### config.mk
export PLATFORM = sky130hd
export DESIGN_NAME = nibble_port_expander
export DESIGN_NICKNAME = d
export VERILOG_FILES = /design/src/rtl/pex_pkg.sv /design/src/rtl/pex_sync.sv /design/src/rtl/pex_seq.sv /design/src/rtl/pex_port_bank.sv /design/src/rtl/nibble_port_expander.sv
export SDC_FILE = /design/constraint.sdc
export NUM_CORES = 1
export LEC_CHECK = 0
export ABC_AREA = 0
export BUFFER_PORTS_ARGS = -buffer_cell sky130_fd_sc_hd__buf_2
export CAP_MARGIN = 5
export CORE_MARGIN = 1.5
export CORE_UTILIZATION = 35
export DETAILED_ROUTE_END_ITERATION = 6
export GPL_ROUTABILITY_DRIVEN = 0
export PLACE_DENSITY = 0.66
export SETUP_SLACK_MARGIN = 0.5
export SLEW_MARGIN = 15
export SYNTH_ARGS = -nofsm -noshare
export SYNTH_HDL_FRONTEND = slang
export SYNTH_SLANG_ARGS = --single-unit
export TNS_END_PERCENT = 10
### constraint.sdc
create_clock -name clk -period 1.3 [get_ports clk]
set_input_delay 0.26 -clock clk [delete_from_list [all_inputs] [get_ports clk]]
set_output_delay 0.26 -clock clk [all_outputs]
set_load 0.02 [all_outputs]
### src/rtl/pex_pkg.sv
package pex_pkg;

  // Layout of the command nibble: {operation[1:0], port[1:0]}
  localparam int PEX_NIB    = 4;
  localparam int PEX_ADDR_W = 2;
  localparam int PEX_PORTS  = 1 << PEX_ADDR_W;
  localparam int PEX_OP_W   = PEX_NIB - PEX_ADDR_W;

  typedef enum logic [PEX_OP_W-1:0] {
    OP_READ = 2'b00,
    OP_LOAD = 2'b01,
    OP_SET  = 2'b10,
    OP_MASK = 2'b11
  } pex_op_e;

  function automatic logic [PEX_ADDR_W-1:0] pex_cmd_port(input logic [PEX_NIB-1:0] cmd);
    return cmd[PEX_ADDR_W-1:0];
  endfunction

  function automatic pex_op_e pex_cmd_op(input logic [PEX_NIB-1:0] cmd);
    return pex_op_e'(cmd[PEX_NIB-1:PEX_ADDR_W]);
  endfunction

  // New latch value produced by a write-type operation
  function automatic logic [PEX_NIB-1:0] pex_merge(input pex_op_e op,
                                                   input logic [PEX_NIB-1:0] old_val,
                                                   input logic [PEX_NIB-1:0] bus_val);
    logic [PEX_NIB-1:0] res;
    case (op)
      OP_SET:  res = old_val | bus_val;
      OP_MASK: res = old_val & bus_val;
      OP_LOAD: res = bus_val;
      default: res = old_val;
    endcase
    return res;
  endfunction

endpackage

### src/rtl/pex_sync.sv
module pex_sync #(
  parameter int   STAGES  = 2,
  parameter logic RST_VAL = 1'b1
) (
  input  logic clk,
  input  logic rst,
  input  logic d,
  output logic q
);
  generate
    if (STAGES < 2) begin : g_single
      logic ff;
      always_ff @(posedge clk) begin
        if (rst) ff <= RST_VAL;
        else     ff <= d;
      end
      assign q = ff;
    end else begin : g_chain
      logic [STAGES-1:0] chain;
      always_ff @(posedge clk) begin
        if (rst) chain <= {STAGES{RST_VAL}};
        else     chain <= {chain[STAGES-2:0], d};
      end
      assign q = chain[STAGES-1];
    end
  endgenerate
endmodule

### src/rtl/pex_seq.sv
module pex_seq
  import pex_pkg::*;
(
  input  logic                  clk,
  input  logic                  rst,
  input  logic                  strb_s,
  input  logic                  cs_act,
  input  logic [PEX_NIB-1:0]    bus_in,
  output logic                  evt_fall,
  output logic                  evt_rise,
  output logic                  armed,
  output logic                  read_open,
  output logic [PEX_ADDR_W-1:0] cmd_addr,
  output pex_op_e               cmd_op,
  output logic                  apply_wr,
  output logic                  rel_rd,
  output logic [PEX_ADDR_W-1:0] rel_addr
);
  logic               strb_prev;
  logic [PEX_NIB-1:0] cmd_q;
  logic               take_cmd;
  logic               fire;

  assign evt_fall = strb_prev & ~strb_s;
  assign evt_rise = ~strb_prev & strb_s;
  assign take_cmd = evt_fall & cs_act;
  assign fire     = evt_rise & cs_act & armed;

  assign cmd_addr = pex_cmd_port(cmd_q);
  assign cmd_op   = pex_cmd_op(cmd_q);
  assign apply_wr = fire && (cmd_op != OP_READ);
  assign rel_rd   = take_cmd && (pex_cmd_op(bus_in) == OP_READ);
  assign rel_addr = pex_cmd_port(bus_in);

  always_ff @(posedge clk) begin
    if (rst) begin
      strb_prev <= 1'b1;
      cmd_q     <= '0;
      armed     <= 1'b0;
      read_open <= 1'b0;
    end else begin
      strb_prev <= strb_s;
      if (take_cmd) begin
        cmd_q     <= bus_in;
        armed     <= 1'b1;
        read_open <= (pex_cmd_op(bus_in) == OP_READ);
      end else if (fire) begin
        armed     <= 1'b0;
        read_open <= 1'b0;
      end
    end
  end
endmodule

### src/rtl/pex_port_bank.sv
module pex_port_bank
  import pex_pkg::*;
#(
  parameter int NPORTS = PEX_PORTS
) (
  input  logic                      clk,
  input  logic                      rst,
  input  logic                      apply_wr,
  input  pex_op_e                   wr_op,
  input  logic [PEX_ADDR_W-1:0]     wr_addr,
  input  logic [PEX_NIB-1:0]        wr_data,
  input  logic                      rel_rd,
  input  logic [PEX_ADDR_W-1:0]     rel_addr,
  output logic [NPORTS*PEX_NIB-1:0] port_out,
  output logic [NPORTS-1:0]         port_oe
);
  generate
    for (genvar p = 0; p < NPORTS; p++) begin : g_port
      logic [PEX_NIB-1:0] lat;
      logic               drv;
      always_ff @(posedge clk) begin
        if (rst) begin
          lat <= '0;
          drv <= 1'b0;
        end else if (apply_wr && (wr_addr == PEX_ADDR_W'(p))) begin
          lat <= pex_merge(wr_op, lat, wr_data);
          drv <= 1'b1;
        end else if (rel_rd && (rel_addr == PEX_ADDR_W'(p))) begin
          drv <= 1'b0;
        end
      end
      assign port_out[p*PEX_NIB +: PEX_NIB] = lat;
      assign port_oe[p]                     = drv;
    end
  endgenerate
endmodule

### src/rtl/nibble_port_expander.sv
module nibble_port_expander
  import pex_pkg::*;
#(
  parameter int SYNC_STAGES = 2
) (
  input  logic                         clk,
  input  logic                         rst,
  input  logic                         strb,
  input  logic                         cs_n,
  input  logic [PEX_NIB-1:0]           bus_in,
  output logic [PEX_NIB-1:0]           bus_out,
  output logic                         bus_oe,
  input  logic [PEX_PORTS*PEX_NIB-1:0] port_in,
  output logic [PEX_PORTS*PEX_NIB-1:0] port_out,
  output logic [PEX_PORTS-1:0]         port_oe
);
  logic                  strb_s;
  logic                  cs_n_s;
  logic                  cs_act;
  logic                  evt_fall;
  logic                  evt_rise;
  logic                  armed;
  logic                  read_open;
  logic [PEX_ADDR_W-1:0] cmd_addr;
  pex_op_e               cmd_op;
  logic                  apply_wr;
  logic                  rel_rd;
  logic [PEX_ADDR_W-1:0] rel_addr;

  pex_sync #(.STAGES(SYNC_STAGES), .RST_VAL(1'b1)) i_sync_strb (
    .clk(clk), .rst(rst), .d(strb), .q(strb_s)
  );
  pex_sync #(.STAGES(SYNC_STAGES), .RST_VAL(1'b1)) i_sync_cs (
    .clk(clk), .rst(rst), .d(cs_n), .q(cs_n_s)
  );
  assign cs_act = ~cs_n_s;

  pex_seq i_seq (
    .clk(clk), .rst(rst), .strb_s(strb_s), .cs_act(cs_act), .bus_in(bus_in),
    .evt_fall(evt_fall), .evt_rise(evt_rise), .armed(armed), .read_open(read_open),
    .cmd_addr(cmd_addr), .cmd_op(cmd_op), .apply_wr(apply_wr),
    .rel_rd(rel_rd), .rel_addr(rel_addr)
  );

  pex_port_bank #(.NPORTS(PEX_PORTS)) i_bank (
    .clk(clk), .rst(rst), .apply_wr(apply_wr), .wr_op(cmd_op), .wr_addr(cmd_addr),
    .wr_data(bus_in), .rel_rd(rel_rd), .rel_addr(rel_addr),
    .port_out(port_out), .port_oe(port_oe)
  );

  assign bus_oe  = read_open & cs_act;
  assign bus_out = bus_oe ? port_in[cmd_addr*PEX_NIB +: PEX_NIB] : '0;
endmodule

==> metrics.json, run 1 <==
{
  "route": {
    "via_count": 1392,
    "route.final.wire_length_mm": 4.07,
    "avgRoutedWirePerCell_um": 15.8,
    "post_drt_via_cell_ratio": 5.40,
    "detail_route.first_pass.iterations": 4,
    "detailedRoute.firstIterationViolations": 41,
    "drt_drc": 0,
    "drt.antenna.violating_nets": 0
  },
  "critical_path": {
    "worstSetupEndpointType": "output port",
    "cp_num_buf_inv": 1,
    "worstPathMaxFanout": 5,
    "cp.arrival_ps": 1460,
    "critical_path.cell_chain": "mux4_2 > nor2b_4 > buf_6",
    "cp_max_stage_delay_ps": 520,
    "crit_path_top_delay_cell": "sky130_fd_sc_hd__mux4_2",
    "worstPathRequired_ps": 1040,
    "cp_top_family": "multiplexers",
    "start_kind": "flop",
    "crit_type": "flop to output port"
  },
  "synthesis": {
    "synth_seq_area_share_pct": 42.9,
    "synthDominantAreaCellType": "sky130_fd_sc_hd__dfxtp_1",
    "synth_top_area_share_pct": 42.9,
    "synth_area_per_cell_um2": 9.57,
    "syn_nets": 175,
    "synth_seq_cells": 31,
    "cell_area_after_synthesis_um2": 1450,
    "synthTopCellsByArea": "sky130_fd_sc_hd__dfxtp_1 43%, sky130_fd_sc_hd__o311ai_0 9.7%, sky130_fd_sc_hd__o21ai_0 6.9%",
    "synth.distinct_cells": 27,
    "yosys_warnings": 0,
    "synthesized_netlist_cell_count": 151
  },
  "timing": {
    "rsz0062_at_grt": "yes",
    "final_min_period_over_clock_period_pct": 133,
    "setup_ws_ps": -424,
    "clock_skew_ps": 1.55,
    "hold_slack_ps": 152,
    "tightest_slew_ps": 306,
    "number_of_pins_with_negative_max_slew_slack_in_the_final_report": 0,
    "report.final.hold_viol_count": 0,
    "count_of_endpoints_failing_setup_in_the_final_report": 9,
    "maxClockFrequency_mhz": 580,
    "relSlewSlack_pct": 79.5,
    "period_needed_ps": 1720
  },
  "placement": {
    "place.port_buffers": 48,
    "placed_cells": 249,
    "place.detailed.hpwl_mm": 2.83
  },
  "floorplan": {
    "fp-row-count": 23,
    "ios": 49,
    "initial_core_util_pct": 36.4,
    "die_area_um2": 4520,
    "floorplan.die.height_um": 67.3,
    "fp.dieW_um": 67.3,
    "fp.coreArea_um2": 3970
  },
  "finish": {
    "final_nets": 231,
    "drive_above_1_share_pct": 55.8,
    "nFillCells": 356,
    "syn_to_final_growth_pct": 49.3,
    "layout.cells.non_filler": 258,
    "count_of_inserted_antenna_diode_cells": 0
  },
  "clock_network": {
    "worst_skew_pair.late_latency_ps": 280,
    "cts.path.max_buffers": 2,
    "clockRootBuffer": "sky130_fd_sc_hd__clkbuf_8",
    "numClockSinks": 31,
    "cts_tree": "built",
    "cts.htree.levels": 2,
    "clk_pin_slew_worst_paths_ps": 60,
    "cts_buffers": 5
  },
  "power": {
    "leakage_power_nw": 0.877,
    "max-vdd-ir-drop_v": 0.000756,
    "power-per-cell-area_nw_per_um2": 857
  },
  "run_status": {
    "failed_checks": "negative setup slack",
    "run_status": "finished, violations left"
  },
  "global_routing": {
    "global_route.usage.total_pct": 19.3,
    "grt_start_max_net_pins": 17,
    "grt.met3_usage_pct": 6.83,
    "grt_antenna_before_repair": 0,
    "total_congestion_overflow_after_global_routing": 0,
    "grt_util_met1_pct": 22.8,
    "globalRoute.busiestLayer": "met2",
    "grt_pass1_vias": 1330,
    "gr-usage-met2_pct": 31.2,
    "grt_first_pass_wirelength_mm": 6.33
  },
  "min_path": {
    "hold_class": "input port to flop"
  },
  "run": {
    "max-cap-violations": 0
  }
}
==> sequential cells by signal, indices dropped and copies added, names as in the netlist <==
name	flops
i_bank.g_port.drv	4
i_sync_cs.g_chain.chain	2
i_seq.cmd_q	4
i_seq.read_open	1
i_bank.g_port.lat	16
i_seq.strb_prev	1
i_seq.armed	1
i_sync_strb.g_chain.chain	2
==> cell families (layout without fill, tap and decap cells) <==
| group | count (synthesis) | after routing | share of synthesized area [%] |
|---|---|---|---|
| mux | 8 | 8 | 9.00 |
| xor+xnor | 1 | 1 | 0.606 |
| compound gates | 45 | 45 | 19.7 |
| buf+inv | 20 | 77 | 7.97 |
| flops | 31 | 31 | 42.9 |
| simple gates | 46 | 46 | 19.7 |
==> per-layer routing <==
| metal | vias up | share of wire, % |
|---|---|---|
| met5 | - | 0 |
| met4 | 0 | 1.7 |
| met3 | 7 | 7.8 |
| met2 | 54 | 48 |
| met1 | 651 | 42 |
| li1 | 680 | - |
==> cells in the mapped netlist <==
master / n
sky130_fd_sc_hd__a21oi_1: 6
sky130_fd_sc_hd__and4bb_2: 1
sky130_fd_sc_hd__buf_2: 2
sky130_fd_sc_hd__buf_4: 4
sky130_fd_sc_hd__buf_6: 3
sky130_fd_sc_hd__clkbuf_1: 8
sky130_fd_sc_hd__dfxtp_1: 31
sky130_fd_sc_hd__inv_1: 3
sky130_fd_sc_hd__mux2i_1: 4
sky130_fd_sc_hd__mux4_2: 4
sky130_fd_sc_hd__nand2_1: 6
sky130_fd_sc_hd__nand2b_1: 1
sky130_fd_sc_hd__nand3_1: 7
sky130_fd_sc_hd__nand3b_1: 3
sky130_fd_sc_hd__nand4_1: 2
sky130_fd_sc_hd__nand4bb_1: 2
sky130_fd_sc_hd__nor2_1: 6
sky130_fd_sc_hd__nor2b_1: 6
sky130_fd_sc_hd__o21ai_0: 20
sky130_fd_sc_hd__o21ai_1: 3
sky130_fd_sc_hd__o311ai_0: 16
sky130_fd_sc_hd__or2_2: 5
sky130_fd_sc_hd__or2b_1: 1
sky130_fd_sc_hd__or3b_1: 2
sky130_fd_sc_hd__or4_1: 2
sky130_fd_sc_hd__or4b_1: 2
sky130_fd_sc_hd__xor2_1: 1
==> placed cells by master (no fill, tap or decap), types with 2 or more instances in the layout <==
master / instances
sky130_fd_sc_hd__nand3_1: 6
sky130_fd_sc_hd__nor2_1: 6
sky130_fd_sc_hd__dfxtp_1: 11
sky130_fd_sc_hd__or3b_4: 2
sky130_fd_sc_hd__or4b_1: 2
sky130_fd_sc_hd__buf_2: 23
sky130_fd_sc_hd__nand4bb_1: 2
sky130_fd_sc_hd__o21ai_0: 5
sky130_fd_sc_hd__buf_4: 14
sky130_fd_sc_hd__or4_1: 2
sky130_fd_sc_hd__nor2b_4: 4
sky130_fd_sc_hd__clkbuf_8: 5
sky130_fd_sc_hd__a21oi_1: 6
sky130_fd_sc_hd__buf_6: 29
sky130_fd_sc_hd__nand2_1: 6
sky130_fd_sc_hd__o311ai_1: 11
sky130_fd_sc_hd__nor2b_1: 2
sky130_fd_sc_hd__nand3b_1: 3
sky130_fd_sc_hd__mux2i_1: 4
sky130_fd_sc_hd__dfxtp_4: 3
sky130_fd_sc_hd__mux4_2: 4
sky130_fd_sc_hd__clkbuf_1: 2
sky130_fd_sc_hd__o21ai_1: 17
sky130_fd_sc_hd__or2_2: 5
sky130_fd_sc_hd__inv_1: 3
sky130_fd_sc_hd__nand4_1: 2
sky130_fd_sc_hd__dfxtp_2: 17
sky130_fd_sc_hd__o311ai_2: 5
==> final timing paths <==
kind | startpoint | endpoint | slack [ps] | cells after the start
worst max register to register | i_seq.cmd_q[0] | i_bank.g_port[0].lat[0] | -110 | 4
worst max-delay path | i_seq.cmd_q[0] | bus_out[0] | -420 | 3
worst min register to register | i_sync_cs.g_chain.chain[0] | i_sync_cs.g_chain.chain[1] | 410 | 1
worst min-delay path | cs_n | i_sync_cs.g_chain.chain[0] | 150 | 2
==> layout make-up <==
type / instances / area (µm²) / share of cell area (%)
clock buffer: 7 / 76.3 / 3.54
timing repair buffer: 66 / 547 / 25.3
sequential: 31 / 653 / 30.3
clock inverter: 1 / 5.00 / 0.232
tap: 50 / 62.6 / 2.90
inverter: 3 / 11.3 / 0.522
multi-input combinational: 100 / 802 / 37.2
==> repair_timing <==
action,4_1_cts,5_1_grt
cloned,0,0
hold buffers,0,0
resized for setup,90,27
pin swaps,8,4
setup buffers,1,0
setup endpoints to repair,51,51
==> stage by stage <==
stage                     util (%)  setup TNS (ps)  power [W]  instance area (µm²)  worst slack, ps
after detailed placement      44.7           -2230    0.00113                 1780             -265
after global routing          54.3           -3340    0.00193                 2160             -471
after global placement        44.7           -1750    0.00113                 1780             -217
final                         54.3           -2090    0.00185                 2160             -424
after CTS                     52.3           -2080    0.00186                 2080             -421
after floorplan                  -            -661    0.00105                 1450            -59.1
==> where the power goes <==
group	internal [W]	switching, W	leakage [nW]
sequential	0.000955	0.0000101	0.259
combinational	0.0000816	0.0000778	0.575
clock	0.000375	0.000348	0.0422
total	0.00141	0.000436	0.877
Power figures use the tool's default switching activity.
==> inputs of run 2 (changes only) <==
- CORE_MARGIN: 1.5 -> not set
==> run 2 against run 1 <==
The flow still finishes with violations (negative setup slack). Worst setup slack lost 2.4 ps. Core utilization is essentially flat. Die area shrank 3.0%. Maximum frequency shrank 0.14%. Sequential cell count is the same. Largest cell class unchanged.
==> metrics.json, run 2 (same netlist as run 1, synthesis figures left out) <==
{
  "clock_network": {
    "holdBufCountCts": {"value": 0, "change": "unchanged"},
    "worst_skew_pair.late_latency": {"value": 290, "unit": "ps", "change": "about the same"},
    "cts.htree.levels": {"value": 2, "change": "unchanged"},
    "cts_tree": "built",
    "clockRootBuffer": "sky130_fd_sc_hd__clkbuf_8",
    "clk_pin_slew_worst_paths": {"value": 60, "unit": "ps", "change": "about the same"},
    "cts_buffers": {"value": 5, "change": "unchanged"},
    "cts.path.max_buffers": {"value": 2, "change": "unchanged"},
    "post_cts_setup_repair_buffer_count": {"value": 0, "change": "-1"},
    "numClockSinks": {"value": 31, "change": "unchanged"}
  },
  "min_path": {
    "hold_class": "input port to flop"
  },
  "route": {
    "detail_route.first_pass.iterations": {"value": 4, "change": "unchanged"},
    "post_drt_via_cell_ratio": {"value": 5.38, "change": "-0.34%"},
    "drt.antenna.violating_nets": {"value": 0, "change": "unchanged"},
    "drt_drc": {"value": 0, "change": "unchanged"},
    "detailedRoute.firstIterationViolations": {"value": 44, "change": "+7.3%"},
    "via_count": {"value": 1355, "change": "-2.7%"},
    "avgRoutedWirePerCell": {"value": 15.1, "unit": "µm", "change": "-4.5%"},
    "route.final.wire_length": {"value": 3.80, "unit": "mm", "change": "-6.7%"}
  },
  "floorplan": {
    "fp-row-count": {"value": 22, "change": "-4.3%"},
    "fp.coreArea": {"value": 3800, "unit": "µm²", "change": "-4.3%"},
    "floorplan.die.height": {"value": 66.3, "unit": "µm", "change": "-1.5%"},
    "initial_core_util": {"value": 38.0, "unit": "%", "change": "+1.7 points"},
    "die_area": {"value": 4390, "unit": "µm²", "change": "-3.0%"},
    "fp.dieW": {"value": 66.3, "unit": "µm", "change": "-1.5%"},
    "ios": {"value": 49, "change": "unchanged"}
  },
  "critical_path": {
    "cp.arrival": {"value": 1470, "unit": "ps", "change": "about the same"},
    "crit_type": "flop to output port",
    "start_kind": "flop",
    "worstPathRequired": {"value": 1040, "unit": "ps", "change": "about the same"},
    "worstPathMaxFanout": {"value": 5, "change": "unchanged"},
    "worstSetupEndpointType": "output port"
  },
  "timing": {
    "report.final.hold_viol_count": {"value": 0, "change": "unchanged"},
    "setup_ws": {"value": -426, "unit": "ps", "change": "-2.36 ps"},
    "tightest_slew": {"value": 248, "unit": "ps", "change": "-58.3 ps"},
    "rsz0062_at_grt": "yes",
    "setup_total_negative_slack": {"value": -2210, "unit": "ps", "change": "-123 ps"},
    "relSlewSlack": {"value": 83.2, "unit": "%", "change": "+3.7 points"},
    "maxClockFrequency": {"value": 579, "unit": "MHz", "change": "-0.14%"},
    "clock_skew": {"value": 2.81, "unit": "ps", "change": "+1.25 ps"},
    "number_of_pins_with_negative_max_slew_slack_in_the_final_report": {"value": 0, "change": "unchanged"},
    "count_of_endpoints_failing_setup_in_the_final_report": {"value": 12, "change": "+3"},
    "final_min_period_over_clock_period": {"value": 133, "unit": "%", "change": "+0.18 points"},
    "period_needed": {"value": 1730, "unit": "ps", "change": "+2.36 ps"}
  },
  "global_routing": {
    "grt_pass1_vias": {"value": 1317, "change": "-0.98%"},
    "grt_antenna_before_repair": {"value": 0, "change": "unchanged"},
    "total_congestion_overflow_after_global_routing": {"value": 0, "change": "unchanged"},
    "grt_start_max_net_pins": {"value": 20, "change": "+3"},
    "global_route.usage.total": {"value": 19.0, "unit": "%", "change": "-0.29 points"},
    "grt_first_pass_wirelength": {"value": 6.16, "unit": "mm", "change": "-2.7%"}
  },
  "finish": {
    "post-route-util": {"value": 54.3, "unit": "%", "change": "about the same"},
    "largest_register_ffs": {"value": 16, "change": "unchanged"},
    "final_nets": {"value": 227, "change": "-1.7%"},
    "drive_above_1_share": {"value": 51.0, "unit": "%", "change": "-4.8 points"},
    "nFillCells": {"value": 349, "change": "-2.0%"},
    "top_regs": "i_bank.g_port.lat: 16 flops, i_bank.g_port.drv: 4 flops, i_seq.cmd_q: 4 flops",
    "final_design_area_no_fill": {"value": 2060, "unit": "µm²", "change": "-4.4%"},
    "mostFrequentLayoutCell": "sky130_fd_sc_hd__buf_2",
    "layout.cells.most_common_list": "25 x sky130_fd_sc_hd__buf_2, 22 x sky130_fd_sc_hd__buf_6, 15 x sky130_fd_sc_hd__dfxtp_2",
    "syn_to_final_growth_pct": 42.8,
    "seq_area": {"value": 647, "unit": "µm²", "change": "-0.96%"},
    "multiInputGateArea": {"value": 766, "unit": "µm²", "change": "-4.5%"},
    "top_register_by_number_of_flip_flops": "i_bank.g_port.lat",
    "count_of_inserted_antenna_diode_cells": {"value": 0, "change": "unchanged"}
  },
  "placement": {
    "place.detailed.hpwl": {"value": 2.68, "unit": "mm", "change": "-5.1%"},
    "placedInstanceArea": {"value": 1760, "unit": "µm²", "change": "-0.70%"},
    "post-place-ws": {"value": -274, "unit": "ps", "change": "-8.85 ps"},
    "place.port_buffers": {"value": 48, "change": "unchanged"}
  },
  "run_status": {
    "failed_checks": "negative setup slack",
    "run_status": "finished, violations left"
  },
  "power": {
    "post-layout-total-power": {"value": 0.00185, "unit": "W", "change": "about the same"},
    "leakage_power": {"value": 0.839, "unit": "nW", "change": "-4.4%"},
    "power-per-cell-area": {"value": 895, "unit": "nW/µm²", "change": "+4.5%"},
    "max-vdd-ir-drop": {"value": 0.000725, "unit": "V", "change": "-4.1%"}
  },
  "run": {
    "max-cap-violations": {"value": 0, "change": "unchanged"}
  }
}
## run 2: cell types whose count changed in the layout (fill, tap and decap cells not counted), sizes merged
cell / previous run / this run
buf: 66 / 62
## run 2: per-layer routing
metal | wire length, µm | global-route usage, % | vias up
li1 | - | - | 667
met1 | 1640 | 22.7 | 624
met2 | 1760 | 31.3 | 57
met3 | 341 | 6.55 | 7
met4 | 53 | 7.18 | 0
met5 | 0 | 0 | -
## run 2: stage by stage
stage               instances  hold WS [ps]
floorplan                 151           364
global placement          244           391
detailed placement        244           400
CTS                       252           141
global route              252           138
finish                    252           152
## run 2: critical path, stage by stage, from the launching register on
cell,delay [ps]
sky130_fd_sc_hd__dfxtp_4,390
sky130_fd_sc_hd__mux4_2,500
sky130_fd_sc_hd__nor2b_1,140
sky130_fd_sc_hd__buf_2,150
## run 2: layout make-up
cell class | instances | share of cell area (%)
tap | 48 | 2.91
clock buffer | 7 | 3.70
timing repair buffer | 62 | 24.1
clock inverter | 1 | 0.243
multi-input combinational | 100 | 37.1
sequential | 31 | 31.4
inverter | 3 | 0.546
## run 2: final timing paths
check,from,end,slack (ps),cells after the start
hold reg to reg,i_sync_cs.g_chain.chain[0],i_sync_cs.g_chain.chain[1],420,1
setup / recovery,i_seq.cmd_q[0],bus_out[2],-430,3
hold / removal,cs_n,i_sync_cs.g_chain.chain[0],150,2
setup reg to reg,i_seq.cmd_q[0],i_bank.g_port[0].lat[2],-160,4
## run 2: power by group
group          switching [W]  internal [W]
logic              0.0000677     0.0000751
registers          0.0000106      0.000957
clock network       0.000362      0.000375
## run 2: repair_timing
action                     CTS  global route
pin swaps                    6             6
setup endpoints to repair   50            51
resized for setup           84             8
